==> src/rtl/fcmd_pkg.sv <==
package fcmd_pkg;

    typedef enum logic [1:0] {
        RM_ARRAY  = 2'd0,
        RM_IDENT  = 2'd1,
        RM_STATUS = 2'd2
    } rd_mode_e;

    typedef enum logic [1:0] {
        FS_IDLE,
        FS_ARMED,
        FS_BUSY
    } fsm_e;

    typedef enum logic [2:0] {
        PC_NONE,
        PC_ERASE,
        PC_CHIP,
        PC_PROG,
        PC_LOCK
    } pend_e;

    typedef enum logic [1:0] {
        OK_SECTOR = 2'd0,
        OK_CHIP   = 2'd1,
        OK_PROG   = 2'd2
    } op_kind_e;

    localparam logic [7:0] CMD_ARRAY   = 8'hFF;
    localparam logic [7:0] CMD_CLRST   = 8'h50;
    localparam logic [7:0] CMD_IDENT   = 8'h90;
    localparam logic [7:0] CMD_STAT    = 8'h70;
    localparam logic [7:0] CMD_ERASE   = 8'h20;
    localparam logic [7:0] CMD_CHIP    = 8'h30;
    localparam logic [7:0] CMD_PROG_A  = 8'h40;
    localparam logic [7:0] CMD_PROG_B  = 8'h10;
    localparam logic [7:0] CMD_LOCK    = 8'h60;
    localparam logic [7:0] CMD_CONFIRM = 8'hD0;
    localparam logic [7:0] CMD_WL_SET  = 8'hBB;
    localparam logic [7:0] CMD_WL_CLR  = 8'hDB;
    localparam logic [7:0] CMD_BL_SET  = 8'h01;

endpackage

==> src/rtl/fcmd_busy_timer.sv <==
module fcmd_busy_timer #(
    parameter int CNT_W = 16
) (
    input  logic             clk,
    input  logic             rst,
    input  logic             load,
    input  logic [CNT_W-1:0] len,
    output logic             busy,
    output logic             last
);

    logic [CNT_W-1:0] cnt_q;

    always_ff @(posedge clk or posedge rst) begin
        if (rst) begin
            cnt_q <= '0;
        end else if (load) begin
            cnt_q <= (len == '0) ? CNT_W'(1) : len;
        end else if (cnt_q != '0) begin
            cnt_q <= cnt_q - CNT_W'(1);
        end
    end

    assign busy = (cnt_q != '0);
    assign last = (cnt_q == CNT_W'(1));


    load_idle_chk: assert property (@(posedge clk) disable iff (rst)
        load |-> !busy);


    last_ends_chk: assert property (@(posedge clk) disable iff (rst)
        last |=> !busy);

endmodule

==> src/rtl/fcmd_protect.sv <==
module fcmd_protect #(
    parameter int ADDR_W    = 20,
    parameter int BOOT_SECT = 8
) (
    input  logic [ADDR_W-1:0]    addr,
    input  logic                 wlock,
    input  logic [BOOT_SECT-1:0] boot_lock,
    input  logic                 tbl_n,
    input  logic                 wp_n,
    output logic                 in_boot,
    output logic [BOOT_SECT-1:0] sec_hit,
    output logic                 blk_one,
    output logic                 blk_chip
);

    localparam int SEC_W   = $clog2(BOOT_SECT);
    localparam int TOP_W   = 4;
    localparam int SEC_LSB = ADDR_W - TOP_W - SEC_W;

    logic [SEC_W-1:0]     idx;
    logic [BOOT_SECT-1:0] guard;

    assign in_boot = &addr[ADDR_W-1 -: TOP_W];
    assign idx     = addr[SEC_LSB +: SEC_W];

    for (genvar i = 0; i < BOOT_SECT; i++) begin : g_sec
        assign sec_hit[i] = in_boot && (idx == SEC_W'(i));
        assign guard[i]   = sec_hit[i] & ~tbl_n & boot_lock[i];
    end

    assign blk_one  = wlock | (in_boot ? (|guard) : ~wp_n);
    assign blk_chip = wlock | ~wp_n | (~tbl_n & (|boot_lock));

endmodule

==> src/rtl/fcmd_ctrl.sv <==
module fcmd_ctrl
    import fcmd_pkg::*;
#(
    parameter int ADDR_W    = 20,
    parameter int CNT_W     = 16,
    parameter int BOOT_SECT = 8
) (
    input  logic              clk,
    input  logic              rst_a_n,
    input  logic              rst_b_n,
    input  logic              wr_en,
    input  logic [ADDR_W-1:0] wr_addr,
    input  logic [7:0]        wr_data,
    input  logic              stat_rd,
    input  logic              tbl_n,
    input  logic              wp_n,
    input  logic [CNT_W-1:0]  cfg_erase_cyc,
    input  logic [CNT_W-1:0]  cfg_prog_cyc,
    input  logic [CNT_W-1:0]  cfg_lock_cyc,
    output logic [1:0]        rd_mode,
    output logic [7:0]        status,
    output logic              ready,
    output logic              op_req,
    output logic [1:0]        op_kind,
    output logic [ADDR_W-1:0] op_addr,
    output logic [7:0]        op_data
);

    logic rst;
    assign rst = ~(rst_a_n & rst_b_n);

    fsm_e     state_q, state_d;
    pend_e    pend_q, pend_d;
    rd_mode_e mode_q, mode_d;

    logic                 e5_q, e4_q, ep_q, tog_q, wlock_q;
    logic [BOOT_SECT-1:0] boot_q;

    logic             set5, set4, setp, clr_err, bad, launch;
    logic             wl_set, wl_clr, bl_set, bl_clr;
    op_kind_e         kind_d;
    logic             t_load, t_busy, t_last;
    logic [CNT_W-1:0] t_len;

    logic                 in_boot, blk_one, blk_chip;
    logic [BOOT_SECT-1:0] sec_hit;

    fcmd_protect #(.ADDR_W(ADDR_W), .BOOT_SECT(BOOT_SECT)) u_prot (
        .addr     (wr_addr),
        .wlock    (wlock_q),
        .boot_lock(boot_q),
        .tbl_n    (tbl_n),
        .wp_n     (wp_n),
        .in_boot  (in_boot),
        .sec_hit  (sec_hit),
        .blk_one  (blk_one),
        .blk_chip (blk_chip)
    );

    fcmd_busy_timer #(.CNT_W(CNT_W)) u_timer (
        .clk (clk),
        .rst (rst),
        .load(t_load),
        .len (t_len),
        .busy(t_busy),
        .last(t_last)
    );

    // decode and next-state
    always_comb begin
        state_d = state_q;
        pend_d  = pend_q;
        mode_d  = mode_q;
        set5 = 1'b0; set4 = 1'b0; setp = 1'b0; clr_err = 1'b0; bad = 1'b0;
        launch = 1'b0; kind_d = OK_SECTOR;
        t_load = 1'b0; t_len = '0;
        wl_set = 1'b0; wl_clr = 1'b0; bl_set = 1'b0; bl_clr = 1'b0;
        unique case (state_q)
            FS_IDLE: begin
                if (wr_en) begin
                    case (wr_data)
                        CMD_ARRAY: mode_d = RM_ARRAY;
                        CMD_CLRST: begin mode_d = RM_ARRAY; clr_err = 1'b1; end
                        CMD_IDENT: mode_d = RM_IDENT;
                        CMD_STAT:  mode_d = RM_STATUS;
                        CMD_ERASE: begin pend_d = PC_ERASE; state_d = FS_ARMED; mode_d = RM_STATUS; end
                        CMD_CHIP:  begin pend_d = PC_CHIP;  state_d = FS_ARMED; mode_d = RM_STATUS; end
                        CMD_PROG_A,
                        CMD_PROG_B: begin pend_d = PC_PROG; state_d = FS_ARMED; mode_d = RM_STATUS; end
                        CMD_LOCK:  begin pend_d = PC_LOCK;  state_d = FS_ARMED; mode_d = RM_STATUS; end
                        default:   bad = 1'b1;
                    endcase
                end
            end
            FS_ARMED: begin
                if (wr_en) begin
                    state_d = FS_IDLE;
                    pend_d  = PC_NONE;
                    mode_d  = RM_STATUS;
                    unique case (pend_q)
                        PC_ERASE: begin
                            if (wr_data != CMD_CONFIRM) bad = 1'b1;
                            else if (blk_one) begin setp = 1'b1; set5 = 1'b1; end
                            else begin
                                launch = 1'b1; kind_d = OK_SECTOR;
                                t_load = 1'b1; t_len = cfg_erase_cyc; state_d = FS_BUSY;
                            end
                        end
                        PC_CHIP: begin
                            if (wr_data != CMD_CONFIRM) bad = 1'b1;
                            else if (blk_chip) begin setp = 1'b1; set5 = 1'b1; end
                            else begin
                                launch = 1'b1; kind_d = OK_CHIP;
                                t_load = 1'b1; t_len = cfg_erase_cyc; state_d = FS_BUSY;
                            end
                        end
                        PC_PROG: begin
                            if (blk_one) begin setp = 1'b1; set4 = 1'b1; end
                            else begin
                                launch = 1'b1; kind_d = OK_PROG;
                                t_load = 1'b1; t_len = cfg_prog_cyc; state_d = FS_BUSY;
                            end
                        end
                        PC_LOCK: begin
                            case (wr_data)
                                CMD_WL_SET:  wl_set = 1'b1;
                                CMD_WL_CLR:  wl_clr = 1'b1;
                                CMD_BL_SET:  if (in_boot) bl_set = 1'b1; else bad = 1'b1;
                                CMD_CONFIRM: bl_clr = 1'b1;
                                default:     bad = 1'b1;
                            endcase
                            if (!bad) begin
                                t_load = 1'b1; t_len = cfg_lock_cyc; state_d = FS_BUSY;
                            end
                        end
                        default: bad = 1'b1;
                    endcase
                end
            end
            FS_BUSY: begin
                if (t_last) state_d = FS_IDLE;
            end
            default: state_d = FS_IDLE;
        endcase
        if (bad) begin
            set5 = 1'b1; set4 = 1'b1; mode_d = RM_ARRAY;
        end
    end

    // state register
    always_ff @(posedge clk or posedge rst) begin
        if (rst) begin
            state_q <= FS_IDLE;
            pend_q  <= PC_NONE;
            mode_q  <= RM_ARRAY;
        end else begin
            state_q <= state_d;
            pend_q  <= pend_d;
            mode_q  <= mode_d;
        end
    end

    // flags, locks and request outputs
    always_ff @(posedge clk or posedge rst) begin
        if (rst) begin
            e5_q    <= 1'b0;
            e4_q    <= 1'b0;
            ep_q    <= 1'b0;
            tog_q   <= 1'b0;
            wlock_q <= 1'b1;
            boot_q  <= '0;
            op_req  <= 1'b0;
            op_kind <= OK_SECTOR;
            op_addr <= '0;
            op_data <= '0;
        end else begin
            if (clr_err) begin
                e5_q <= 1'b0; e4_q <= 1'b0; ep_q <= 1'b0;
            end else begin
                e5_q <= e5_q | set5;
                e4_q <= e4_q | set4;
                ep_q <= ep_q | setp;
            end
            if (stat_rd && t_busy) tog_q <= ~tog_q;
            if (wl_set) wlock_q <= 1'b1;
            else if (wl_clr) wlock_q <= 1'b0;
            if (bl_set) boot_q <= boot_q | sec_hit;
            else if (bl_clr) boot_q <= '0;
            op_req <= launch;
            if (launch) begin
                op_kind <= kind_d;
                op_addr <= wr_addr;
                op_data <= wr_data;
            end
        end
    end

    assign rd_mode = mode_q;
    assign ready   = ~t_busy;
    assign status  = {ready, tog_q, ready & e5_q, ready & e4_q, 1'b0, 1'b0, ready & ep_q, 1'b0};


    state_busy_match_chk: assert property (@(posedge clk) disable iff (rst)
        (state_q == FS_BUSY) == t_busy);


    op_pulse_chk: assert property (@(posedge clk) disable iff (rst)
        op_req |=> !op_req);


    op_busy_chk: assert property (@(posedge clk) disable iff (rst)
        op_req |-> !ready);


    tog_hold_chk: assert property (@(posedge clk) disable iff (rst)
        ready |=> $stable(tog_q));


    busy_ignore_chk: assert property (@(posedge clk) disable iff (rst)
        (state_q == FS_BUSY && wr_en) |=> ($stable(mode_q) && $stable(wlock_q) && $stable(boot_q)));


    lock_after_reset_chk: assert property (@(posedge clk) disable iff (rst)
        $past(rst) |-> (wlock_q && boot_q == '0));

endmodule

==> config.mk <==
export PLATFORM = sky130hd
export DESIGN_NAME = fcmd_ctrl
export DESIGN_NICKNAME = d
export VERILOG_FILES = /design/src/rtl/fcmd_pkg.sv /design/src/rtl/fcmd_busy_timer.sv /design/src/rtl/fcmd_protect.sv /design/src/rtl/fcmd_ctrl.sv
export SDC_FILE = /design/constraint.sdc
export NUM_CORES = 1
export LEC_CHECK = 0
export BUFFER_PORTS_ARGS = -buffer_cell sky130_fd_sc_hd__buf_2
export CAP_MARGIN = 20
export CORE_MARGIN = 8
export CORE_UTILIZATION = 40
export CTS_BUF_LIST = sky130_fd_sc_hd__clkbuf_16
export CTS_CLUSTER_DIAMETER = 150
export DETAILED_ROUTE_END_ITERATION = 10
export PLACE_DENSITY = 0.75
export SYNTH_ARGS = -nofsm -noshare
export SYNTH_HDL_FRONTEND = slang
export SYNTH_SLANG_ARGS = --single-unit
export TNS_END_PERCENT = 20
==> constraint.sdc <==
create_clock -name clk -period 3.8 [get_ports clk]
set_input_delay 0.57 -clock clk [delete_from_list [all_inputs] [get_ports clk]]
set_output_delay 0.57 -clock clk [all_outputs]
set_load 0.03 [all_outputs]
==> key figures, run 1 <==
Placement
  – I/O Buffers: around 120
  – Post-DP HPWL: 8770 um
  – Final GP Congestion: 0.901

Worst setup path
  – Worst Setup Start Kind: flop
  – CP max FO: 8
  – FF-to-FF setup slack: 1060 ps
  – Crit end category: output pin
  – R2R depth: 7
  – CP required: ~3200 ps
  – Critical Path AT: around 2900 ps
  – Critical path type: reg -> out
  – Reg-to-Reg End: u_timer.cnt_q[5]$_DFFE_PN0P_
  – FF-to-FF Start: u_timer.cnt_q[5]$_DFFE_PN0P_

Routing
  – DR vias: 3705
  – Drt total wl: 11600 um
  – Drt pass-1 iters: 6
  – Post-route ant nets: 0
  – Initial detailed-routing violation count: 376
  – Via/cell ratio: 5.50
  – Number of remaining DRC errors: 0
  – Per-cell routed wire length: around 17 um

CTS
  – Clock Latency Late Sink: around 330 ps
  – H-tree levels: 3
  – CTS Buffer Depth: 2
  – Clk slew on worst S/H paths: 60 ps
  – CTS tree: built
  – Clock sinks: 67
  – Post-CTS resize count: 0
  – CTS Buf Count: 9
  – Post-CTS Setup Repair Bufs: 0
  – Clock tree root driver cell: clkbuf_16
  – Cts hold-fix bufs: 0

Power and ir drop
  – Internal: 1.28 mW
  – P_sw: 0.405 mW
  – IR drop worst, VDD: ~0.00019 V
  – Register share of total power: about 43%
  – Clock Power Share: 48.8%
  – Combinational power share: 8.0%
  – Pleak: 2.38 nW
  – Sw Share: about a quarter
  – PD cells: 345 nW/um^2
  – Final Total Pwr: 1.68 mW

Layout
  – Most common cell after layout, fill and taps aside: buf_2
  – Fill cell count: 897
  – # diodes: 0
  – Area grow syn2layout: 25.6%
  – Most frequent cells in the layout: buf_2 (121), dfrtp_1 (66), nand2_1 (45)
  – Number of nets in the layout: 621
  – Share of cells above drive strength 1: between 30% and 40%

Timing
  – Worst slew pin tran: 890 ps
  – Setup TNS: 0 ps
  – RSZ-0062 raised after global routing: no
  – Hold Violations, Final: 0
  – Final setup fails: 0
  – Period utilization: about nine tenths
  – Period minus WS final: around 3400 ps
  – Slew headroom: about two fifths
  – Maximum clock frequency: around 0.29 GHz
  – Max-slew violations: 0
  – Clock skew: 8.02 ps

Worst hold path
  – Hold-critical path depth: 2
  – Hold Crit Class: in -> reg
  – HP Start: wr_addr[12]
  – Hold endpoint: op_addr[12]$_DFFE_PN0P_

GRT
  – Global-route wire length before repair: 18300 um
  – Largest net degree at the start of global routing: 68
  – All-Layer GR Usage: 17.2%
  – Initial antenna violation count: 0
  – Vias in the first global route: 3697
  – Grt ovf: 0

Status
  – Status: finished clean

Floorplan
  – IO Pins: 125
  – Die width: about 110 um
  – Starting density of the core: 40.5%
  – Row count: 36
  – Core box area: ~9600 um^2
  – Die height: 115 um
  – Die area: 13100 um^2

Yosys
  – Sequential share of the synthesized area: 43.2%
  – Ys async rst share: 100%
  – Most used DFF post-synth: dfrtp_1
  – Avg Cell Area, Syn: between 9 and 10 um^2
  – Post-synth EDFFs: 0
  – Share of the synthesized area in the top cell type: 42.5%
  – Dominant cells by area after synthesis: dfrtp_1 (43%), mux2_2 (8.7%), nand2_1 (4.3%)
  – Post-Syn Area: 3880 um^2
  – Cell variety after synth: 50
  – Synth Warn #: 0
  – Synth area leader: dfrtp_1
  – Post-synthesis cell count: ~420
  – Seq cells post-synth: 67

Job
  – Maxcap violations: 0
-- sequential cells by signal, indices dropped and copies added (netlist names) --
name           count
u_timer.cnt_q     16
rd_mode            2
pend_q             3
op_data            8
state_q            2
boot_q             8
ep_q               1
e5_q               1
op_addr           20
wlock_q            1
tog_q              1
op_req             1
op_kind            2
e4_q               1
-- power groups by stage --
stage	sequential [mW]	combinational [mW]	clock, mW
after floorplan	0.739	0.0713	0
final	0.727	0.134	0.822
after global placement	0.739	0.132	0
after global routing	0.728	0.147	0.864
after detailed placement	0.740	0.134	0
after CTS	0.727	0.135	0.834
-- critical path, stage by stage (launching register included) --
cell	delay (ps)
dfrtp_1	420
or4_1	560
nor3_1	430
and2_1	290
nand2_1	220
inv_1	270
and2_1	160
buf_2	190
-- routing by layer --
metal,global-route usage (%),vias to the layer above,share of wire [%]
met5,0,-,0
met4,6.92,0,2.4
met3,3.11,27,5.3
met2,28.7,136,50
met1,21.5,1782,42
li1,-,1760,-
-- worst max path at each step --
stage / from / endpoint / slack (ps)
final: u_timer.cnt_q[5]$_DFFE_PN0P_ / status[1] / 360
after global routing: u_timer.cnt_q[5]$_DFFE_PN0P_ / status[1] / 240
after CTS: u_timer.cnt_q[5]$_DFFE_PN0P_ / status[1] / 410
after detailed placement: wr_data[1] / u_timer.cnt_q[13]$_DFFE_PN0P_ / 650
after global placement: wr_data[1] / u_timer.cnt_q[3]$_DFFE_PN0P_ / 690
after floorplan: u_timer.cnt_q[6]$_DFFE_PN0P_ / status[1] / 980
-- synthesized netlist by cell type (2+ instances only) --
cell      number
a211oi_1       5
a21oi_1       30
a22o_1        17
a22oi_1        3
a31oi_1       10
and2_1         6
buf_2          6
buf_4          6
clkbuf_1      13
dfrtp_1       66
ha_1           2
inv_1         12
mux2_2        30
mux2i_1        2
nand2_1       45
nand2b_1       7
nand3_1       13
nand4_1        6
nor2_1        37
nor2b_1        9
nor3_1        12
nor3b_1        3
nor4_1        21
o21ai_0       15
o22ai_1        3
o31ai_1        5
o41ai_1        2
or4_1          2
xnor2_1        6
xor2_1         9
-- cell type report --
type,instances,area [um^2],area share [%]
repair buffers,125,636,13.0
multi-input cells,320,2060,42.2
inverters,13,48.8,1.00
clock buffers,9,225,4.62
well taps,133,166,3.41
flip-flops and latches,67,1680,34.4
clock inverters,7,66.3,1.36
-- kinds of logic after synthesis --
group	count (synthesis)	share of synthesized area, %
flip-flops	67	43.2
AO/OA/AOI/OAI	97	16.5
adder cells (fa/ha/maj)	2	0.644
buffers and inverters	38	4.45
AND/OR/NAND/NOR	171	22.5
XOR/XNOR	15	3.38
multiplexers	32	9.21
other	1	0.0966
-- metrics by stage --
step / cell area, um^2 / utilization [%] / setup WS (ps) / hold slack [ps] / cells
final: 4880 / 50.9 / 363 / 474 / 674
after global routing: 4880 / 50.9 / 238 / 471 / 674
after CTS: 4880 / 50.9 / 407 / 470 / 674
after detailed placement: 4590 / 47.8 / 650 / 470 / 658
after global placement: 4590 / 47.8 / 694 / 456 / 658
after floorplan: 3890 / - / 979 / 439 / 425
Note: power is estimated with default switching activity, not from simulation.
==> run 2: changes to the inputs <==
- BUFFER_PORTS_ARGS: -buffer_cell sky130_fd_sc_hd__buf_2 -> -buffer_cell sky130_fd_sc_hd__clkbuf_2
==> run 2 against run 1 <==
First-iteration DRC count fell by 33%. Non-clock buffer count did not move. Utilization fell by 0.078 points. Die area did not move. Sequential share of layout area rose by 0.053 points. Critical path depth did not move. Clock-buffer cell count did not move. Hold slack got worse by 0.90 ps. Design area fell by 0.15%.
==> key figures, run 2 (synthesis gave the netlist of run 1 again) <==
Worst setup path
  – Critical Path AT: 2840 ps (-30 ps)
  – CP required: 3230 ps (about the same)
  – R2R depth: 7 (unchanged)
  – Critical Path Most Common Cell: and2_1
  – Worst Setup SP: u_timer.cnt_q[5]$_DFFE_PN0P_
  – Crit path cell chain: or4_1, nor3_1, and2_1, nand2_1, inv_1, and2_1, clkbuf_2
  – Worst Setup Start Kind: flop
  – CP max FO: 8 (unchanged)
  – FF-to-FF setup slack: 1100 ps (+40 ps)
  – Crit end category: output pin
  – Critical path type: reg -> out
  – FF-to-FF Start: u_timer.cnt_q[5]$_DFFE_PN0P_
  – Crit path largest cell delay: 530 ps (-30 ps)
  – Reg-to-Reg End: u_timer.cnt_q[8]$_DFFE_PN0P_
  – CP endpoint: status[4]
  – Slowest cell on the critical path: or4_1

CTS
  – CTS Buffer Depth: 2 (unchanged)
  – Clk slew on worst S/H paths: 60 ps (about the same)
  – CTS Buf Count: 9 (unchanged)
  – Clock tree root driver cell: clkbuf_16
  – Post-CTS resize count: 0 (unchanged)
  – Post-CTS Setup Repair Bufs: 0 (unchanged)
  – CTS tree: built
  – Clock sinks: 67 (unchanged)
  – Cts hold-fix bufs: 0 (unchanged)
  – Clock Latency Late Sink: 320 ps (about the same)
  – H-tree levels: 3 (unchanged)

Floorplan
  – IO Pins: 125 (unchanged)
  – Die area: 13100 um^2 (unchanged)
  – Row count: 36 (unchanged)
  – Core box area: 9590 um^2 (unchanged)
  – Die width: 115 um (unchanged)
  – Starting density of the core: 40.5% (unchanged)
  – Die height: 115 um (unchanged)

GRT
  – Global-route wire length before repair: 17900 um (-2.3%)
  – Grt ovf: 0 (unchanged)
  – Initial antenna violation count: 0 (unchanged)
  – Largest net degree at the start of global routing: 68 (unchanged)
  – All-Layer GR Usage: 17.0% (-0.27 points)
  – Vias in the first global route: 3703 (+0.16%)

Placement
  – DP Area: 4590 um^2 (unchanged)
  – Final GP Congestion: 0.874 (-3.0%)
  – Placed Cells: 658 (unchanged)
  – I/O Buffers: 121 (unchanged)
  – Post-DP HPWL: 8680 um (-0.97%)
  – Worst slack, placed: 605 ps (-45.5 ps)

Layout
  – # diodes: 0 (unchanged)
  – Number of nets in the layout: 621 (unchanged)
  – Max reg flops: 20 (unchanged)
  – Share of cells above drive strength 1: 33.1% (+0.25 points)
  – Most common cell after layout, fill and taps aside: clkbuf_2
  – Final Instance Count excl. Fillers: 673 (-0.15%)
  – Register bank with the most flops: op_addr
  – Most frequent cells in the layout: clkbuf_2 (121), dfrtp_1 (66), nand2_1 (45)
  – Fill cell count: 866 (-3.5%)
  – Area grow syn2layout: 25.5%
  – Final Instance Area: 4870 um^2 (-0.15%)
  – Top flop regs: op_addr (20), u_timer.cnt_q (16)
  – Final core utilization: 50.8% (-0.078 points)

Worst hold path
  – HP Start: wr_addr[7]
  – Hold Crit Class: in -> reg

Timing
  – Hold Violations, Final: 0 (unchanged)
  – Setup TNS: 0 ps (unchanged)
  – Clock skew: 6.25 ps (-1.77 ps)
  – Period minus WS final: 3410 ps (-26.5 ps)
  – Final setup fails: 0 (unchanged)
  – Max-slew violations: 0 (unchanged)
  – Final hold slack: 473 ps (-0.895 ps)
  – Worst slew pin tran: 884 ps (-6.11 ps)
  – Period utilization: 89.7% (-0.70 points)
  – Maximum clock frequency: 0.293 GHz (+0.78%)
  – Slew headroom: 41.1% (+0.41 points)
  – Final WS setup: 390 ps (+26.5 ps)
  – RSZ-0062 raised after global routing: no

Routing
  – Post-route ant nets: 0 (unchanged)
  – Drt pass-1 iters: 5 (-1)
  – Drt total wl: 11300 um (-2.3%)
  – Via/cell ratio: 5.47 (-0.53%)
  – Per-cell routed wire length: 16.8 um (-2.2%)
  – Initial detailed-routing violation count: 252 (-33%)
  – Number of remaining DRC errors: 0 (unchanged)
  – DR vias: 3680 (-0.67%)

Power and ir drop
  – PD cells: 342 nW/um^2 (-0.77%)
  – Pleak: 2.36 nW (-0.68%)
  – Final Total Pwr: 1.67 mW (-0.92%)
  – IR drop worst, VDD: 0.000152 V (-20%)

Status
  – Status: finished clean

Job
  – Maxcap violations: 0 (unchanged)
==> run 2: metal layers <==
layer / global-route usage [%] / wire (um) / vias to the layer above
li1: - / - / 1766
met1: 20.8 / 4820 / 1768
met2: 28.4 / 5640 / 132
met3: 4.32 / 686 / 14
met4: 5.41 / 140 / 0
met5: 0 / 0 / -
==> run 2: final cells by class <==
type                    instances  area (um^2)  area share [%]
inverters                      13         48.8            1.00
flip-flops and latches         67         1680            34.4
clock inverters                 6         58.8            1.21
clock buffers                   9          225            4.62
well taps                     133          166            3.42
multi-input cells             320         2060            42.3
repair buffers                125          636            13.0
==> run 2: report_power, final <==
group	internal [mW]	total (mW)	switching [mW]	leakage (nW)
sequential	0.722	0.727	0.00527	0.859
clock	0.499	0.807	0.307	0.138
combinational	0.0508	0.134	0.0834	1.36
==> run 2: worst min-delay path by stage <==
stage          depth (start not counted)  slack (ps)                     end
2_1_floorplan                          1         440  state_q[0]$_DFFE_PN0P_
3_3_place_gp                           1         460       tog_q$_DFFE_PN0P_
3_5_place_dp                           2         480  rd_mode[0]$_DFFE_PN0P_
4_1_cts                                2         470  op_addr[7]$_DFFE_PN0P_
5_1_grt                                2         470  op_addr[4]$_DFFE_PN0P_
6_report                               2         470  op_addr[7]$_DFFE_PN0P_
==> run 2: critical path, delay by kind of cell, from the launching register on <==
| kind | cells | cell delay [ps] |
|---|---|---|
| flip-flops | 1 | 420 |
| AND/OR/NAND/NOR | 5 | 1630 |
| buffers and inverters | 2 | 450 |
